===== config.mk =====
export PLATFORM = sky130hd
export DESIGN_NAME = segAllocTop
export DESIGN_NICKNAME = d
export VERILOG_FILES = /design/src/rtl/segAllocPkg.sv /design/src/rtl/segCalc.sv /design/src/rtl/allocDatapath.sv /design/src/rtl/allocCtrl.sv /design/src/rtl/segAllocTop.sv
export SDC_FILE = /design/constraint.sdc
export NUM_CORES = 1
export LEC_CHECK = 0
export ABC_CLOCK_PERIOD_IN_PS = 6430
export BUFFER_PORTS_ARGS = -buffer_cell sky130_fd_sc_hd__buf_2
export CORE_UTILIZATION = 44
export DETAILED_ROUTE_END_ITERATION = 12
export HOLD_SLACK_MARGIN = 0.15
export PLACE_DENSITY_LB_ADDON = 0.15
export SYNTH_ARGS = -nofsm -noshare
export SYNTH_HDL_FRONTEND = slang
export SYNTH_SLANG_ARGS = --single-unit

===== constraint.sdc =====
create_clock -name clk -period 6.43 [get_ports clk]
set_clock_uncertainty 0.05 [all_clocks]
set_input_delay 1.286 -clock clk [delete_from_list [all_inputs] [get_ports clk]]
set_output_delay 1.286 -clock clk [all_outputs]
set_load 0.03 [all_outputs]

===== src/rtl/segAllocPkg.sv =====
package segAllocPkg;
  typedef enum logic [1:0] {
    ST_OK       = 2'd0,
    ST_INVALID  = 2'd1,
    ST_OVERFLOW = 2'd2
  } allocStatusE;

  // strobes from control to datapath
  typedef struct packed {
    logic loadAlloc;
    logic stepIdx;
    logic commit;
    logic applyFree;
  } dpStrobeT;
endpackage


===== src/rtl/segCalc.sv =====
// Size arithmetic: units from bytes, power-of-two rounding, slot scaling.
module segCalc #(
  parameter int MAXP_W    = 16,
  parameter int SLOT_W    = 2,
  parameter int UNIT_LG   = 6,
  parameter int NUM_UNITS = 32,
  parameter int LEN_W     = 8,
  parameter int LG_W      = 5
) (
  input  logic [MAXP_W-1:0] maxp,
  input  logic [SLOT_W-1:0] slot,
  output logic              tooBig,
  output logic [LEN_W-1:0]  lenUnits,
  output logic [LG_W-1:0]   segLog2
);
  localparam int CW   = MAXP_W + 2;
  localparam int KW   = $clog2(MAXP_W + 2);
  localparam int KMAX = $clog2(NUM_UNITS + 1) - 1;

  logic [CW-1:0]   unitsRaw, unitsAdj;
  logic [KW-1:0]   kSel;
  logic [SLOT_W:0] slotPlus;

  always_comb begin
    unitsRaw = (CW'(maxp) + CW'((1 << UNIT_LG) - 1)) >> UNIT_LG;
    unitsAdj = (unitsRaw == '0) ? CW'(1) : unitsRaw;
    kSel = KW'(MAXP_W);
    for (int k = MAXP_W; k >= 0; k--) begin
      if ((CW'(1) << k) >= unitsAdj) kSel = KW'(k);
    end
    tooBig   = int'(kSel) > KMAX;
    slotPlus = {1'b0, slot} + 1'b1;
    lenUnits = tooBig ? '0 : (LEN_W'(slotPlus) << kSel);
    segLog2  = LG_W'(kSel) + LG_W'(UNIT_LG);
  end
endmodule


===== src/rtl/allocDatapath.sv =====
// Unit bitmap, candidate index and window checks.
module allocDatapath
  import segAllocPkg::*;
#(
  parameter int NUM_UNITS = 32,
  parameter int IDX_W     = 6,
  parameter int LEN_W     = 8,
  parameter int LG_W      = 5
) (
  input  logic             clk,
  input  logic             rstN,
  input  dpStrobeT         strb,
  input  logic [LEN_W-1:0] lenIn,
  input  logic [LG_W-1:0]  segLog2In,
  input  logic [IDX_W-1:0] freeStart,
  input  logic [LEN_W-1:0] freeLen,
  output logic             fitNow,
  output logic             pastEnd,
  output logic [IDX_W-1:0] idx,
  output logic [LEN_W-1:0] lenQ,
  output logic [LG_W-1:0]  segLog2Q,
  output logic             freeErr
);
  localparam int SUM_W = LEN_W + 1;

  logic [NUM_UNITS-1:0] usedMap, winMask, freeMask;
  logic [SUM_W-1:0]     winEnd, freeEnd;

  assign winEnd  = SUM_W'(idx) + SUM_W'(lenQ);
  assign freeEnd = SUM_W'(freeStart) + SUM_W'(freeLen);

  for (genvar u = 0; u < NUM_UNITS; u++) begin : g_unit
    assign winMask[u]  = (SUM_W'(u) >= SUM_W'(idx)) && (SUM_W'(u) < winEnd);
    assign freeMask[u] = (SUM_W'(u) >= SUM_W'(freeStart)) && (SUM_W'(u) < freeEnd);
  end

  assign pastEnd = winEnd > SUM_W'(NUM_UNITS);
  assign fitNow  = !pastEnd && ((usedMap & winMask) == '0);

  always_ff @(posedge clk) begin
    if (!rstN) begin
      usedMap  <= '0;
      idx      <= '0;
      lenQ     <= '0;
      segLog2Q <= '0;
      freeErr  <= 1'b0;
    end else begin
      if (strb.loadAlloc) begin
        idx      <= '0;
        lenQ     <= lenIn;
        segLog2Q <= segLog2In;
      end else if (strb.stepIdx) begin
        idx <= idx + 1'b1;
      end
      if (strb.commit)    usedMap <= usedMap | winMask;
      if (strb.applyFree) begin
        usedMap <= usedMap & ~freeMask;
        if ((freeMask & ~usedMap) != '0) freeErr <= 1'b1;
      end
    end
  end
endmodule


===== src/rtl/allocCtrl.sv =====
// Request/search/response sequencing.
module allocCtrl
  import segAllocPkg::*;
(
  input  logic        clk,
  input  logic        rstN,
  input  logic        reqValid,
  input  logic        reqIsFree,
  input  logic        tooBig,
  input  logic        fitNow,
  input  logic        pastEnd,
  input  logic        rspReady,
  output logic        reqReady,
  output logic        busy,
  output logic        rspValid,
  output allocStatusE status,
  output logic        fieldsOn,
  output dpStrobeT    strb
);
  typedef enum logic [1:0] {S_IDLE, S_SEARCH, S_RESP} stateE;
  stateE state;

  assign reqReady = (state == S_IDLE);
  assign busy     = (state == S_SEARCH);
  assign rspValid = (state == S_RESP);

  always_comb begin
    strb = '0;
    if (state == S_IDLE && reqValid) begin
      strb.applyFree = reqIsFree;
      strb.loadAlloc = !reqIsFree && !tooBig;
    end
    if (state == S_SEARCH) begin
      strb.commit  = !pastEnd && fitNow;
      strb.stepIdx = !pastEnd && !fitNow;
    end
  end

  always_ff @(posedge clk) begin
    if (!rstN) begin
      state    <= S_IDLE;
      status   <= ST_OK;
      fieldsOn <= 1'b0;
    end else begin
      case (state)
        S_IDLE: if (reqValid) begin
          fieldsOn <= 1'b0;
          if (reqIsFree) begin
            status <= ST_OK;
            state  <= S_RESP;
          end else if (tooBig) begin
            status <= ST_INVALID;
            state  <= S_RESP;
          end else begin
            state <= S_SEARCH;
          end
        end
        S_SEARCH: if (pastEnd) begin
          status <= ST_OVERFLOW;
          state  <= S_RESP;
        end else if (fitNow) begin
          status   <= ST_OK;
          fieldsOn <= 1'b1;
          state    <= S_RESP;
        end
        default: if (rspReady) state <= S_IDLE;
      endcase
    end
  end
endmodule


===== src/rtl/segAllocTop.sv =====
module segAllocTop
  import segAllocPkg::*;
#(
  parameter int          NUM_UNITS  = 32,
  parameter int          UNIT_BYTES = 64,
  parameter int          MAXP_W     = 16,
  parameter int          SLOT_W     = 2,
  parameter int          ADDR_W     = 16,
  parameter logic [15:0] BASE_ADDR  = 16'h0400,
  localparam int UNIT_LG = $clog2(UNIT_BYTES),
  localparam int IDX_W   = $clog2(NUM_UNITS + 1),
  localparam int LEN_W   = IDX_W + SLOT_W,
  localparam int LG_W    = $clog2(MAXP_W + UNIT_LG + 2),
  localparam int SZ_W    = LEN_W + UNIT_LG
) (
  input  logic              clk,
  input  logic              rstN,
  input  logic              reqValid,
  output logic              reqReady,
  input  logic              reqIsFree,
  input  logic [MAXP_W-1:0] reqMaxp,
  input  logic [SLOT_W-1:0] reqSlot,
  input  logic [IDX_W-1:0]  reqStartUnit,
  input  logic [LEN_W-1:0]  reqLenUnits,
  output logic              rspValid,
  input  logic              rspReady,
  output logic [1:0]        rspStatus,
  output logic [IDX_W-1:0]  rspStartUnit,
  output logic [LEN_W-1:0]  rspLenUnits,
  output logic [LG_W-1:0]   rspSegLog2,
  output logic [SZ_W-1:0]   rspSizeBytes,
  output logic [ADDR_W-1:0] rspAddr,
  output logic [ADDR_W-5:0] rspAddrField,
  output logic              busy,
  output logic              freeErr
);
  dpStrobeT         strb;
  allocStatusE      status;
  logic             tooBig, fitNow, pastEnd, fieldsOn, showFields;
  logic [LEN_W-1:0] lenCalc, lenQ;
  logic [LG_W-1:0]  segCalcLg, segLog2Q;
  logic [IDX_W-1:0] idx;
  logic [ADDR_W-1:0] byteAddr;

  segCalc #(.MAXP_W(MAXP_W), .SLOT_W(SLOT_W), .UNIT_LG(UNIT_LG),
            .NUM_UNITS(NUM_UNITS), .LEN_W(LEN_W), .LG_W(LG_W)) i_calc (
    .maxp(reqMaxp), .slot(reqSlot), .tooBig(tooBig),
    .lenUnits(lenCalc), .segLog2(segCalcLg));

  allocDatapath #(.NUM_UNITS(NUM_UNITS), .IDX_W(IDX_W), .LEN_W(LEN_W),
                  .LG_W(LG_W)) i_dp (
    .clk(clk), .rstN(rstN), .strb(strb), .lenIn(lenCalc),
    .segLog2In(segCalcLg), .freeStart(reqStartUnit), .freeLen(reqLenUnits),
    .fitNow(fitNow), .pastEnd(pastEnd), .idx(idx), .lenQ(lenQ),
    .segLog2Q(segLog2Q), .freeErr(freeErr));

  allocCtrl i_ctrl (
    .clk(clk), .rstN(rstN), .reqValid(reqValid), .reqIsFree(reqIsFree),
    .tooBig(tooBig), .fitNow(fitNow), .pastEnd(pastEnd), .rspReady(rspReady),
    .reqReady(reqReady), .busy(busy), .rspValid(rspValid), .status(status),
    .fieldsOn(fieldsOn), .strb(strb));

  assign showFields   = rspValid && fieldsOn;
  assign byteAddr     = ADDR_W'(BASE_ADDR) + (ADDR_W'(idx) << UNIT_LG);
  assign rspStatus    = status;
  assign rspStartUnit = showFields ? idx : '0;
  assign rspLenUnits  = showFields ? lenQ : '0;
  assign rspSegLog2   = showFields ? segLog2Q : '0;
  assign rspSizeBytes = showFields ? (SZ_W'(lenQ) << UNIT_LG) : '0;
  assign rspAddr      = showFields ? byteAddr : '0;
  assign rspAddrField = showFields ? byteAddr[ADDR_W-1:4] : '0;
endmodule


==> results of run 1 <==
[registers in the layout (all words and copies together) (netlist names)]
name / count
i_ctrl.fieldsOn: 1
i_ctrl.state: 2
i_dp.freeErr: 1
i_ctrl.status: 2
i_dp.lenQ: 8
i_dp.usedMap: 32
i_dp.segLog2Q: 5
i_dp.idx: 6
[Yosys cell counts, types with 7 or more instances]
| cell | count |
|---|---|
| a211o_1 | 8 |
| dfxtp_1 | 57 |
| nand2_1 | 61 |
| clkbuf_1 | 43 |
| ha_1 | 23 |
| nand2b_1 | 16 |
| o211ai_1 | 14 |
| a31oi_1 | 14 |
| or3_1 | 10 |
| mux2i_1 | 9 |
| a211oi_1 | 7 |
| or2_2 | 9 |
| nor3_1 | 18 |
| nand3_1 | 38 |
| nor2_1 | 67 |
| o32ai_1 | 7 |
| nor2b_1 | 8 |
| o22ai_1 | 17 |
| and3_1 | 31 |
| inv_1 | 27 |
| o21ai_0 | 61 |
| a21o_1 | 18 |
| buf_4 | 39 |
| nand4_1 | 15 |
| a21oi_1 | 51 |
| nor4_1 | 16 |
| o2111ai_1 | 12 |
| and2_1 | 7 |
[worst paths after layout]
| check | startpoint | to | cells after the start |
|---|---|---|---|
| min | i_dp.segLog2Q[4]$_SDFFE_PN0P_ | i_dp.segLog2Q[4]$_SDFFE_PN0P_ | 1 |
| min reg2reg | i_dp.segLog2Q[4]$_SDFFE_PN0P_ | i_dp.segLog2Q[4]$_SDFFE_PN0P_ | 1 |
| max | reqMaxp[14] | i_dp.lenQ[6]$_SDFFE_PN0P_ | 14 |
| max reg2reg | i_dp.idx[0]$_SDFFE_PP0P_ | i_dp.usedMap[28]$_SDFFE_PN0P_ | 12 |
[final cells by class]
| cell class | instances | area [um^2] |
|---|---|---|
| Fill cell | 1269 | 6310 |
| Multi-Input combinational cell | 668 | 4210 |
| Sequential cell | 57 | 1140 |
| Timing Repair Buffer | 94 | 498 |
| Clock buffer | 11 | 233 |
| Tap cell | 172 | 215 |
| Inverter | 27 | 101 |
| Clock inverter | 5 | 56.3 |
[cells by family after synthesis]
group           Yosys count
simple gates            322
compound gates          283
buf+inv                 111
flops                    57
fa+ha+maj                25
mux                      10
xor+xnor                  8
other cells               1
[stage by stage]
step                hold slack (ns)  instance area, um^2  total power [mW]
finish                        0.406                 6460              1.05
global route                  0.431                 6460              1.08
global placement              0.388                 6170             0.576
floorplan                     0.371                 5920             0.526
detailed placement            0.396                 6170             0.577
CTS                           0.413                 6460              1.04
[cells in the final DEF, fill, tap and decap left out, types with 11 or more instances in the layout]
cell type,instances
a21o_1,18
a21oi_1,51
a31oi_1,14
and3_1,31
buf_2,83
buf_4,11
conb_1,20
dfxtp_1,57
ha_1,23
inv_1,27
nand2_1,61
nand2b_1,16
nand3_1,38
nand4_1,15
nor2_1,67
nor3_1,18
nor4_1,16
o2111ai_1,12
o211ai_1,14
o21ai_0,61
o22ai_1,17
[power groups by stage]
| stage | Clock (mW) | Sequential, mW | Combinational [mW] |
|---|---|---|---|
| finish | 0.472 | 0.361 | 0.215 |
| global route | 0.489 | 0.361 | 0.232 |
| CTS | 0.474 | 0.361 | 0.209 |
| detailed placement | 0 | 0.368 | 0.209 |
| global placement | 0 | 0.368 | 0.208 |
| floorplan | 0 | 0.368 | 0.158 |
[routing by layer]
metal  part of all wire [%]  wire length (um)  track usage [%]  up-vias
met5                      0                 0                0        -
met2                     43              9520             47.8      446
li1                       -                 -                -     3149
met1                     44              9660             44.7     3185
met3                     11              2460             5.89       51
met4                    2.5               550             9.74        0
[worst max-delay path, cell delays in order]
cell and delay [ns]:
buf_2 0.13, nor4_1 0.79, nand2b_1 0.27, nor2b_1 0.32, a31o_2 0.25, inv_1 0.10, ha_1 0.24, nand3_1 0.09
a211o_1 0.12, o2111ai_1 0.11, o32ai_1 0.27, and2_1 0.64, nand2b_1 0.32, o22ai_1 0.11
==> out/metrics.cfg, run 1 <==
[power]
ir_drop_mv=0.125
p_clk_share_pct=45.0
combPwrFrac_pct=20.5
power_density_nw_per_um2=162
p_seq_share_pct=34.5
switching_share_pct=31.3
p_switching_uw=328
p_int_uw=720
p_leak_nw=2.69

[worst_setup_path]
worstSetupPathType=primary input to flop
cp.arrival_ns=5.04
cp-end-kind=flop
cp_max_fo=19
cp-start-kind=primary input
required_ns=6.58
reg2reg_slack_ns=1.60

[global_route]
grt_usage_pct=31.5
grt_max_degree=45
grt_pass1_wl_um=34400
first_global_vias=6188
grt-ovfl-total=0
antenna_found_initial=0

[routing]
detail_route.first_pass.iterations=6
wl_um=22200
drc=0
via_per_inst=6.61
num_vias=6831
postRouteAntennaNets=0
routedWlPerCell_um=21.5
first_iter_violations=861

[cells_and_area]
syn_to_final_growth_pct=10.4
layout.nets=919
final_cell_count_no_fill=1034
final_core_util_pct=50.6
diodes=0
drive_gt1_share_pct=15.4

[placement]
dpl_worst_slack_ns=1.24
port_buffers=83
gp_congestion=0.944
place_hpwl_um=17000
dp_cells=1018

[synth]
synth_area_leader_cell=dfxtp_1
synthSimpleGateAreaFrac_pct=29.1
synth_top_area_share_pct=19.5
synth-edff-count=0
synth_top_family_by_area=compound AO/OA/AOI/OAI gates
synth_top_flop_cell=dfxtp_1
synth_mux_area_share_pct=1.73
netlist_instances=817
yosysUniqueCellTypes=78
synth_compound_area_share_pct=33.2
synth_xor_area_share_pct=1.20
synth_seq_cells=57
synth-adder-area-share_pct=5.60
synthArstFlopShare_pct=0
synth.area.top_cells=dfxtp_1 20%, o21ai_0 5.2%, buf_4 5.0%
synth_area_um2=5850
syn_area_per_cell_um2=7.16
seq_area_frac_synth_pct=19.5
yosys_warnings=0

[floorplanning]
core_area_um2=12800
dieHeight_um=117
die_w_um=117
start_util_pct=45.8
num_rows=41
ios=104
dieArea_um2=13800

[clock_tree]
cts_buffers=9
path_clk_slew_ns=0.05
cts_buffer_depth=2
cts_setup_buffers=0
clkLatencyLatePin_ns=0.33
cts_root_buffer=clkbuf_16
cts.sinks=57
postCtsHoldBufs=0
cts_tree=yes
cts.repair.resized=0
h-tree-depth=3

[min_path]
hold_class=flop to flop

[timing]
slew_headroom_pct=23.7
drv_slew=0
final-setup-viol-count=0
rsz0062_at_grt=no
hold_viol_final=0
max_freq_mhz=204
post-route-min-period_ns=4.89
period_share_pct=76.1
setup_slack_ns=1.54
setup_tns_ns=0
worst_slew_pin_slew_ns=1.14

[outcome]
outcome=completed

[run]
cap_viol_max_count=0

(Power assumes the default switching activity.)
==> run 2: changes to the inputs <==
- ABC_AREA: not set -> 1
- ABC_CLOCK_PERIOD_IN_PS: 6430 -> 4000
- clock period: 6.43 -> 4 ns (I/O delays scaled with it)
==> run 2 against run 1 <==
Against the previous run:
- global-route usage down 4.9 points
- sequential share of layout area fell by 1.4 points
- via count up 3.5%
- worst hold slack got worse by 0.018 ns
- final cell count is 28% higher
- clock power up 110%
- area after synthesis up 4.3%
- worst setup slack worse by 1.2 ns
- count of clock-buffer cells in the layout stayed put
- register-to-register slack got worse by 1.3 ns
- core utilization grew 1.6 points
- die area grew 4.2%
- largest cell class unchanged
- highest routed layer unchanged
==> out/metrics.cfg, run 2 <==
[synth]
synth.area.top_cells=dfxtp_1 19%, nand2_1 15%, inv_1 9.7%  ; was dfxtp_1 20%, o21ai_0 5.2%, buf_4 5.0%
yosys_warnings=0  ; unchanged
seq_area_frac_synth_pct=18.7  ; was 19.5%
synth-edff-count=0  ; unchanged
netlist_instances=1067  ; was 817
synth_top_flop_cell=dfxtp_1  ; unchanged
synth_seq_cells=57  ; unchanged
synth_area_leader_cell=dfxtp_1  ; unchanged
synth.most_common_cell=nand2_1  ; was nor2_1
synthArstFlopShare_pct=0  ; unchanged
synth_area_um2=6100  ; was 5850 um^2
synth_top_cells_by_count=243 x nand2_1, 157 x inv_1, 143 x nor2_1, 95 x nand3_1, 76 x a21oi_1  ; was 67 x nor2_1, 61 x nand2_1, 61 x o21ai_0, 57 x dfxtp_1, 51 x a21oi_1
yosysUniqueCellTypes=47  ; was 78
syn_area_per_cell_um2=5.72  ; was 7.16 um^2
synth_top_area_share_pct=18.7  ; was 19.5%

[timing]
worst_slew_pin_slew_ns=0.766  ; was 1.14 ns
whs_ns=0.389  ; was 0.406 ns
max_freq_mhz=270
final-setup-viol-count=0  ; unchanged
setup_tns_ns=0  ; unchanged
slew_headroom_pct=48.9  ; was 23.7%
drv_slew=0  ; unchanged
post-route-min-period_ns=3.71
hold_viol_final=0  ; unchanged
period_share_pct=92.7
rsz0062_at_grt=no  ; unchanged

[routing]
via_per_inst=5.34  ; was 6.61
drc=0  ; unchanged
num_vias=7068  ; was 6831
routedWlPerCell_um=14.4  ; was 21.5 um
postRouteAntennaNets=0  ; unchanged
first_iter_violations=515  ; was 861
wl_um=19100  ; was 22200 um
detail_route.first_pass.iterations=5  ; was 6

[worst_setup_path]
crit_top_cell=nand2_1  ; was nand2b_1
reg2regPathDepth=24  ; was 12
cp_slowest_stage_delay_ns=0.40  ; was 0.79 ns
worstSetupPathType=flop to flop  ; was primary input to flop
reg2reg_slack_ns=0.29  ; was 1.60 ns
crit_chain=ha_1 > fa_1 > nand3_1 > nand2_1 > nand2_1 > nand2_1 > a21oi_2 > xor2_1 > nand2_1 > inv_2 > nand2_1 > nor2_2 > nand2_1 > nand4_1 > nand2_1 > nor2_1 > nand2_1 > nor2_4 > nand2_2 > a21oi_2 > nand2_1 > nand2_1 > nand2_1 > nor2_1  ; was buf_2 > nor4_1 > nand2b_1 > nor2b_1 > a31o_2 > inv_1 > ha_1 > nand3_1 > a211o_1 > o2111ai_1 > o32ai_1 > and2_1 > nand2b_1 > o22ai_1
cp-start-kind=flop  ; was primary input
cp-end-kind=flop  ; unchanged
r2r_start=i_dp.lenQ[0]$_SDFFE_PN0P_  ; was i_dp.idx[0]$_SDFFE_PP0P_
required_ns=4.23  ; was 6.58 ns
cp_max_fo=5  ; was 19
cp.arrival_ns=3.94  ; was 5.04 ns
critPathSlowestCell=fa_1  ; was nor4_1
r2r-end=i_ctrl.status[1]$_SDFFE_PN0P_  ; was i_dp.usedMap[28]$_SDFFE_PN0P_

[power]
p_leak_nw=3.48  ; was 2.69 nW
power_density_nw_per_um2=276  ; was 162 nW/um^2
ir_drop_mv=0.195  ; was 0.125 mV

[global_route]
first_global_vias=6279  ; was 6188
grt_pass1_wl_um=30300  ; was 34400 um
antenna_found_initial=0  ; unchanged
grt_max_degree=41  ; was 45
grt-ovfl-total=0  ; unchanged
grt_usage_pct=26.6  ; was 31.5%

[floorplanning]
start_util_pct=45.5  ; was 45.8%
die_w_um=120  ; was 117 um
dieHeight_um=120  ; was 117 um
ios=104  ; unchanged
num_rows=42  ; was 41
core_area_um2=13400  ; was 12800 um^2
dieArea_um2=14300  ; was 13800 um^2

[clock_tree]
cts_tree=yes  ; unchanged
cts_buffers=9  ; unchanged
clkLatencyLatePin_ns=0.34  ; was 0.33 ns
cts.sinks=57  ; unchanged
h-tree-depth=3  ; unchanged
postCtsHoldBufs=0  ; unchanged
cts_root_buffer=clkbuf_16  ; unchanged
path_clk_slew_ns=0.06  ; was 0.05 ns
cts_buffer_depth=2  ; unchanged

[run]
cap_viol_max_count=0  ; unchanged

[placement]
port_buffers=83  ; unchanged
gp_congestion=0.940  ; was 0.944
dpl-instance-area_um2=6570  ; was 6170 um^2
place_hpwl_um=15200  ; was 17000 um

[min_path]
hold_depth=2  ; was 1
hold_class=flop to flop  ; unchanged
hold_path_end=i_dp.segLog2Q[4]$_SDFFE_PN0P_  ; unchanged
hold_start=i_dp.segLog2Q[4]$_SDFFE_PN0P_  ; unchanged

[cells_and_area]
drive_gt1_share_pct=14.1  ; was 15.4%
diodes=0  ; unchanged
reg_top3=i_dp.usedMap: 32 flops, i_dp.lenQ: 8 flops, i_dp.idx: 6 flops  ; unchanged
layout_common_cells=242 x nand2_1, 156 x inv_1, 142 x nor2_1  ; was 83 x buf_2, 67 x nor2_1, 61 x o21ai_0, 61 x nand2_1, 57 x dfxtp_1
final_common_cell=nand2_1  ; was buf_2
finish.instance_area_um2=7000  ; was 6460 um^2
final_core_util_pct=52.2  ; was 50.6%
layout.nets=1205  ; was 919
syn_to_final_growth_pct=14.7  ; was 10.4%
largest_register_ff_count=32  ; unchanged
top_register=i_dp.usedMap  ; unchanged

[outcome]
outcome=completed  ; unchanged

==> run 2: cell families after synthesis <==
group / Yosys count / synth area share, %
simple gates: 558 / 40.0
fa+ha+maj: 25 / 5.37
xor+xnor: 8 / 1.15
other cells: 1 / 0.0615
compound gates: 192 / 17.8
buf+inv: 226 / 16.9
flops: 57 / 18.7
==> run 2: what timing repair did <==
item                       CTS  global route
setup buffers                0             0
setup endpoints to repair    0            33
resized for setup            0             7
==> run 2: cell type report <==
class,instances,area (um^2)
clock inverters,5,125
flip-flops and latches,57,1140
fillers,1453,6400
clock buffers,11,253
repair buffers,104,586
inverters,167,627
well taps,176,220
multi-input cells,804,4040
==> run 2: metrics by stage <==
stage,cells,total power [mW],worst slack (ns)
after floorplan,1086,0.847,0.528
after global placement,1307,0.939,0.127
after detailed placement,1307,0.934,0.191
after CTS,1323,1.92,0.213
after global routing,1324,2.00,0.0118
final,1324,1.93,0.290
==> run 2: worst max-delay path: cells and delay by family (launching register included) <==
kind | cells | cell delay (ns)
DFF | 1 | 0.35
adders and majority gates | 2 | 0.62
xor gates and xnor gates | 1 | 0.20
and+or+nand+nor | 18 | 1.90
AOI/OAI and AO/OA | 2 | 0.38
buffers and inverters | 1 | 0.12
==> run 2: worst max-delay path by stage <==
stage,start,endpoint,slack [ns],depth (start not counted)
final,i_dp.lenQ[0]$_SDFFE_PN0P_,i_ctrl.status[1]$_SDFFE_PN0P_,0.29,24
after CTS,i_dp.idx[0]$_SDFFE_PP0P_,i_dp.usedMap[24]$_SDFFE_PN0P_,0.21,23
after floorplan,reqStartUnit[0],i_dp.freeErr$_SDFFE_PN0P_,0.53,20
after global routing,i_dp.idx[0]$_SDFFE_PP0P_,i_dp.usedMap[15]$_SDFFE_PN0P_,0.01,23
after detailed placement,reqStartUnit[0],i_dp.freeErr$_SDFFE_PN0P_,0.19,21
after global placement,reqStartUnit[0],i_dp.freeErr$_SDFFE_PN0P_,0.13,22
==> run 2: report_power, final <==
part / leakage, nW / switching [mW] / internal, mW
clock network: 0.186 / 0.292 / 0.704
registers: 0.460 / 0.00325 / 0.573
logic: 2.83 / 0.252 / 0.105
==> run 2: routing by layer <==
layer | share of wire, % | wire (um) | track usage [%] | vias up
li1 | - | - | - | 3585
met2 | 47 | 8920 | 44.2 | 246
met3 | 5.5 | 1050 | 4.18 | 47
met4 | 2.8 | 528 | 9.61 | 0
met1 | 45 | 8610 | 34.7 | 3190
met5 | 0 | 0 | 0 | -
